`src/rtl/uart_fc_pkg.sv`:
```
package uart_fc_pkg;

  // Enables handed from control to datapath each cycle
  typedef struct packed {
    logic ctsGate;
    logic rtsGen;
  } fcCtl_t;

  typedef enum logic {
    TX_IDLE = 1'b0,
    TX_SEND = 1'b1
  } txState_e;

endpackage

```
`src/rtl/uart_fc_dp.sv`:
```
module uart_fc_dp
  import uart_fc_pkg::*;
#(
  parameter int SYNC_STAGES = 2,
  parameter int RX_DEPTH    = 4,
  parameter int LVL_W       = $clog2(RX_DEPTH + 1)
) (
  input  logic             clk,
  input  logic             rstN,
  input  logic             ctsN,
  input  logic [LVL_W-1:0] rxLevel,
  input  fcCtl_t           ctl,
  output logic             ctsSync,
  output logic             ctsEdge,
  output logic             ctsOk,
  output logic             rtsN
);

  localparam logic [LVL_W-1:0] FULL_LVL = LVL_W'(RX_DEPTH);

  logic [SYNC_STAGES-1:0] syncQ;
  logic                   ctsPrevQ;
  logic                   rxFull;

  // Pin resynchronizer; resets to the deasserted level
  generate
    if (SYNC_STAGES < 2) begin : g_bad_sync
      initial $error("SYNC_STAGES must be at least 2");
    end
  endgenerate

  always_ff @(posedge clk or negedge rstN) begin
    if (!rstN) begin
      syncQ    <= '1;
      ctsPrevQ <= 1'b1;
    end else begin
      syncQ    <= {syncQ[SYNC_STAGES-2:0], ctsN};
      ctsPrevQ <= syncQ[SYNC_STAGES-1];
    end
  end

  assign ctsSync = syncQ[SYNC_STAGES-1];
  assign ctsEdge = ctsSync ^ ctsPrevQ;
  assign ctsOk   = !ctl.ctsGate || !ctsSync;

  // Request-to-send follows the level combinationally so it rises in the fill cycle
  assign rxFull = (rxLevel >= FULL_LVL);
  assign rtsN   = ctl.rtsGen && rxFull;

endmodule

```
`src/rtl/uart_fc_ctrl.sv`:
```
module uart_fc_ctrl
  import uart_fc_pkg::*;
(
  input  logic   clk,
  input  logic   rstN,
  input  logic   periphEn,
  input  logic   cfgWe,
  input  logic   cfgCtsEn,
  input  logic   cfgRtsEn,
  input  logic   cfgCtsIe,
  input  logic   ctsFlagClr,
  input  logic   txValid,
  input  logic   txDone,
  input  logic   ctsOk,
  input  logic   ctsEdge,
  output fcCtl_t ctl,
  output logic   txStart,
  output logic   txBusy,
  output logic   ctsFlag,
  output logic   ctsIrq
);

  logic     ctsEnQ, rtsEnQ, ctsIeQ, flagQ;
  txState_e stateQ, stateD;

  // Gating and request-to-send enables are locked while the peripheral runs
  always_ff @(posedge clk or negedge rstN) begin
    if (!rstN) begin
      ctsEnQ <= 1'b0;
      rtsEnQ <= 1'b0;
      ctsIeQ <= 1'b0;
    end else if (cfgWe) begin
      ctsIeQ <= cfgCtsIe;
      if (!periphEn) begin
        ctsEnQ <= cfgCtsEn;
        rtsEnQ <= cfgRtsEn;
      end
    end
  end

  assign txStart = (stateQ == TX_IDLE) && txValid && periphEn && ctsOk;

  always_comb begin
    stateD = stateQ;
    unique case (stateQ)
      TX_IDLE: if (txStart) stateD = TX_SEND;
      TX_SEND: if (txDone)  stateD = TX_IDLE;
      default: stateD = TX_IDLE;
    endcase
  end

  always_ff @(posedge clk or negedge rstN) begin
    if (!rstN) begin
      stateQ <= TX_IDLE;
      flagQ  <= 1'b0;
    end else begin
      stateQ <= stateD;
      if (ctsEdge)         flagQ <= 1'b1;
      else if (ctsFlagClr) flagQ <= 1'b0;
    end
  end

  assign txBusy  = (stateQ == TX_SEND);
  assign ctsFlag = flagQ;
  assign ctsIrq  = flagQ && ctsIeQ;
  assign ctl     = '{ctsGate: ctsEnQ, rtsGen: rtsEnQ};

endmodule

```
`src/rtl/uart_flow_ctrl.sv`:
```
module uart_flow_ctrl
  import uart_fc_pkg::*;
#(
  parameter int SYNC_STAGES = 2,
  parameter int RX_DEPTH    = 4,
  parameter int LVL_W       = $clog2(RX_DEPTH + 1)
) (
  input  logic             clk,
  input  logic             rstN,
  input  logic             periphEn,
  input  logic             cfgWe,
  input  logic             cfgCtsEn,
  input  logic             cfgRtsEn,
  input  logic             cfgCtsIe,
  input  logic             ctsFlagClr,
  input  logic             ctsN,
  input  logic             txValid,
  input  logic             txDone,
  input  logic [LVL_W-1:0] rxLevel,
  output logic             txStart,
  output logic             txBusy,
  output logic             rtsN,
  output logic             ctsFlag,
  output logic             ctsIrq
);

  fcCtl_t ctl;
  logic   ctsSync, ctsEdge, ctsOk;

  uart_fc_ctrl u_ctrl (
    .clk        (clk),
    .rstN       (rstN),
    .periphEn   (periphEn),
    .cfgWe      (cfgWe),
    .cfgCtsEn   (cfgCtsEn),
    .cfgRtsEn   (cfgRtsEn),
    .cfgCtsIe   (cfgCtsIe),
    .ctsFlagClr (ctsFlagClr),
    .txValid    (txValid),
    .txDone     (txDone),
    .ctsOk      (ctsOk),
    .ctsEdge    (ctsEdge),
    .ctl        (ctl),
    .txStart    (txStart),
    .txBusy     (txBusy),
    .ctsFlag    (ctsFlag),
    .ctsIrq     (ctsIrq)
  );

  uart_fc_dp #(
    .SYNC_STAGES (SYNC_STAGES),
    .RX_DEPTH    (RX_DEPTH),
    .LVL_W       (LVL_W)
  ) u_dp (
    .clk     (clk),
    .rstN    (rstN),
    .ctsN    (ctsN),
    .rxLevel (rxLevel),
    .ctl     (ctl),
    .ctsSync (ctsSync),
    .ctsEdge (ctsEdge),
    .ctsOk   (ctsOk),
    .rtsN    (rtsN)
  );

endmodule

```
`config.mk`:
```
export PLATFORM = sky130hd
export DESIGN_NAME = uart_flow_ctrl
export DESIGN_NICKNAME = d
export VERILOG_FILES = /design/src/rtl/uart_fc_pkg.sv /design/src/rtl/uart_fc_dp.sv /design/src/rtl/uart_fc_ctrl.sv /design/src/rtl/uart_flow_ctrl.sv
export SDC_FILE = /design/constraint.sdc
export NUM_CORES = 1
export LEC_CHECK = 0
export BUFFER_PORTS_ARGS = -buffer_cell sky130_fd_sc_hd__buf_2
export CAP_MARGIN = 20
export CORE_AREA = 3 3 40 42
export DETAILED_ROUTE_END_ITERATION = 8
export DIE_AREA = 0 0 43 45
export PLACE_DENSITY_LB_ADDON = 0.1
export SKIP_CTS_REPAIR_TIMING = 1
export SLEW_MARGIN = 20
export SYNTH_ARGS = -nofsm -noshare
export SYNTH_HDL_FRONTEND = slang
export SYNTH_HIERARCHICAL = 1
export SYNTH_SLANG_ARGS = --single-unit
```
`constraint.sdc`:
```
create_clock -name clk -period 2.3 [get_ports clk]
set_input_delay 0.345 -clock clk [delete_from_list [all_inputs] [get_ports clk]]
set_output_delay 0.345 -clock clk [all_outputs]
set_load 0.03 [all_outputs]
```
After elaboration in Yosys (flattened, before gate mapping)
Index checks and enable logic that the tools add are counted.
- flip-flop bits (word level): 8
- bits in latches: 0
- bits in writable memories: 0
- ROM bits: 0
- bits of input ports: 14
- output and inout bits: 5
- word-level logic and storage cells: 26
- memories kept: 0
- add/sub/neg operators: 0
- $mul: 0
- divide/modulo/power cells: 0
- $lt $le $gt $ge: 1
- equality and inequality tests: 0
- shift-type cells: 0
- muxes and demuxes: 5
- bitwise logic cells: 3
- reduce and logical (&&, ||, !) cells: 10
- operators with widths (operator ; count):
    1-bit logical AND ; 5
    1-bit two-way mux ; 4
    3-bit greater-or-equal comparator, second input constant ; 1
    1-bit logical NOT ; 2
    1-bit NOT ; 2
    1-bit one-hot mux with 2 select lines ; 1
    2-bit AND reduction ; 1
    2-bit nonzero test ; 1
    1-bit logical OR ; 1
    1-bit XOR ; 1

Depth between registers and ports, before layout
- depth after elaboration: 6
- mapped depth: 4
- depth with buffers taken out: 3

Modules after synthesis
Netlist, hierarchy kept.
- modules (own cells, without submodules) (module ; instances ; cells an instance ; area an instance (µm²)):
    uart_fc_ctrl ; 1 ; 17 ; 231.5
    uart_fc_dp ; 1 ; 6 ; 97.6

Worst setup path before layout
Ideal clock, no wire load.
- path kind: flip-flop to output port
- start: reg u_ctrl.ctsEnQ
- end: out txStart
- arrival: 1.021 ns
- data required time: 1.955 ns
- setup slack: 0.934 ns
- cell stages (with the launch flop): 5
- buffers on the path: 1
- cell sequence: dfrtp_1 -> buf_4 -> nand2_1 -> nand3_1 -> nor2_1
- longest elaborated chain between the ends: 3
- ends and longest elaborated chain (item ; RTL line ; source):
    from (decl) ; uart_fc_ctrl.sv:23 ; logic ctsEnQ, rtsEnQ, ctsIeQ, flagQ;
    from (signal assigned) ; uart_fc_ctrl.sv:35 ; ctsEnQ <= cfgCtsEn;
    1-bit logical NOT ; uart_fc_dp.sv:44 ; assign ctsOk = !ctl.ctsGate || !ctsSync;
    1-bit logical OR ; uart_fc_dp.sv:44 ;
    net ctsOk ; uart_flow_ctrl.sv:28 ; logic ctsSync, ctsEdge, ctsOk;
    1-bit logical AND ; uart_fc_ctrl.sv:41 ; assign txStart = (stateQ == TX_IDLE) && txValid && periphEn && ctsOk;
    to (decl) ; uart_flow_ctrl.sv:20 ; output logic txStart,
The timed path passes the listed nets, and every way through them passes these cells.

Worst setup path after layout
- start: reg u_dp.syncQ[1]
- end: out txStart
- longest elaborated chain between the ends: 3
- ends and longest elaborated chain (item ; RTL line ; source):
    from (decl) ; uart_fc_dp.sv:21 ; logic [SYNC_STAGES-1:0] syncQ;
    from (signal assigned) ; uart_fc_dp.sv:37 ; syncQ <= {syncQ[SYNC_STAGES-2:0], ctsN};
    1-bit logical NOT ; uart_fc_dp.sv:44 ;
    1-bit logical OR ; uart_fc_dp.sv:44 ;
    net ctsOk ; uart_flow_ctrl.sv:28 ;
    1-bit logical AND ; uart_fc_ctrl.sv:41 ;
The timed path passes the listed nets, and every way through them passes these cells.

==> flow_summary.toml <==
[routing]
post-route-drc-count = 0
ant_nets = 0
num_vias = 222
drt_iter0_markers = 1
drt_wl_total_um = 571
wire_per_inst_um = 10.0
firstDrtPassIters = 2
viasPerCell = 3.89

[timing]
rsz0062_at_grt = "false"
fin_crit_ps = 1520
tightest_slew_ps = 179
tns_ps = 0
slew_headroom_pct = 88.0
timing.final.ws_setup_ps = 779
setup_viol = 0
drv_slew = 0
fin_crit_sh_pct = 66.1
finalHoldViolations = 0
fin_skew_ps = 9.81
max_freq_mhz = 658

[logic_synthesis]
postSynthCellCount = 23
syn_nets = 37
ys_ff_latch = 8
synth_area_leader_cell = "dfrtp_1"
synth_area_leaders = "dfrtp_1 38%, dfstp_2 24%, mux2_4 9.1%, buf_4 4.6%, nor2b_4 4.2%"
yosysUniqueCellTypes = 14
ys_async_sr_fraction_pct = 100
syn_area_per_cell_um2 = 14.3
synth_edf_count = 0
yosys.cell_count.top_type = "dfrtp_1"
synthesis.area_um2 = 329
synth.yosys.seq_area_share_pct = 62.0
netlist_top_cells_count = "5 x dfrtp_1, 3 x dfstp_2, 2 x and2_1, 2 x buf_4, 2 x mux2_4"
ys.flop_type = "dfrtp_1"
yosysTopAreaCellShare_pct = 38.0
yosys_warnings = 6

[critical_path]
start_kind = "flop"
crit_buf_inv = 1
cp.arrival_ps = 1180
critical-path-slowest-cell = "dfstp_2"
path_cells = "nand2_1, nand3_1, nor2_1, buf_2"
critPathCaptureType = "primary output"
cp_slowest_stage_delay_ps = 550
critPathRequiredTime_ps = 1960
crit_path_max_fanout = 3
critPathKind = "flop to primary output"
critPathTopFamily = "flip-flops"

[grt]
track_usage_pct = 7.48
grt_pass1_vias = 223
grt_max_degree = 9
grt_pass1_wl_um = 966
antenna_found_initial = 0
gr-total-overflow = 0

[run_status]
status = "finished clean"

[cells_and_area]
seq_area_um2 = 204
drive_above_1_share_pct = 61.9
final_cell_count_no_fill = 57
utilization_pct = 35.0
nFillCells = 138
multiInputGateArea_um2 = 106
antennaDiodeCount = 0
area_growth_pct = 36.5
fin_nets = 57

[run]
drv_cap = 0

[pwr]
p_seq_share_pct = 47.9
fin_total_pwr_uw = 345
vdd_drop_max_mv = 0.249
p_int_uw = 253
power.density_nw_per_um2 = 767
p_leak_uw = 0.000232
comb_power_share_pct = 18.5
power.switching_uw = 91.2
p_clk_share_pct = 33.6
switching_share_pct = 26.5

[die]
die_h_um = 45
core_um2 = 1280
fp-row-count = 13
initial_utilization_pct = 25.6
ios = 19
die_w_um = 43
die-area_um2 = 1940

[place]
place.gp.congestion = 0.648
dp_slack_ps = 1060
dp.cells = 52
numPortBuffers = 16
dp_hpwl_um = 433

[clocking]
root_buffer = "clkbuf_4"
ctsHtreeMaxLevel = 1
cts_num_sinks = 8
insertion_delay_ps = 260
cts_max_path_buffers = 2
cts_tree = "yes"
cts_buffers = 3
clk_pin_slew_worst_paths_ps = 60

[min_path]
hp-class = "input pin to flop"
-- kinds of logic after synthesis --
family	share of synthesized area, %
buffers and inverters	5.70
AND/OR/NAND/NOR	11.8
AO/OA/AOI/OAI	2.28
flip-flops	62.0
multiplexers	15.6
XOR/XNOR	2.66
-- placed cells by master (no fill, tap or decap), drive strengths merged, types with 2 or more instances in the layout --
| cell type | netlist | routed |
|---|---|---|
| buf | 2 | 16 |
| clkbuf | 0 | 4 |
| dfrtp | 5 | 5 |
| mux2 | 3 | 3 |
| and2 | 2 | 2 |
| dfstp | 3 | 3 |
-- cell type report --
| class | instances | area share (%) |
|---|---|---|
| sequential | 8 | 45.4 |
| multi-input combinational | 12 | 23.7 |
| timing repair buffer | 17 | 20.1 |
| clock buffer | 4 | 5.85 |
| tap | 15 | 4.18 |
| inverter | 1 | 0.836 |
-- sequential cells by signal, indices dropped and copies added (netlist names) --
| name | flops |
|---|---|
| u_dp/syncQ | 2 |
| u_ctrl/ctsEnQ | 1 |
| u_ctrl/ctsFlag | 1 |
| u_ctrl/ctsIeQ | 1 |
| u_ctrl/rtsEnQ | 1 |
| u_ctrl/txBusy | 1 |
| u_dp/ctsPrevQ | 1 |
-- worst paths after layout --
kind | cells past startpoint | startpoint | endpoint | slack (ps)
min reg2reg | 0 | u_dp/syncQ[0] | u_dp/syncQ[1] | 350
max | 4 | u_dp/syncQ[1] | txStart | 780
max reg2reg | 3 | u_dp/syncQ[1] | u_ctrl/txBusy | 1410
min | 1 | ctsN | u_dp/syncQ[0] | 190
max in group asynchronous | 2 | rstN | u_dp/syncQ[0] | 1610
min in group asynchronous | 2 | rstN | u_ctrl/ctsIeQ | 450
-- power by group through the flow --
stage	logic (uW)	clock network [uW]	registers, uW
after floorplan	39.1	0	174
after global placement	62.8	0	167
after detailed placement	63.4	0	167
after CTS	63.5	123	165
after global routing	69.3	135	167
final	63.7	116	165
-- layer usage --
layer  global-route usage [%]  up-vias  routed length (um)
met2                     8.08       16                 195
met1                     8.66       94                 270
met5                        0        -                   0
li1                         -      110                   -
met4                     9.04        0                  17
met3                     4.78        2                  87
-- stage by stage --
step / hold slack (ps) / area (um^2)
CTS: -90.5 / 439
detailed placement: 195 / 413
finish: 194 / 449
global route: 175 / 449
global placement: 191 / 413
floorplan: 49.4 / 329
Power figures use the tool's default switching activity.
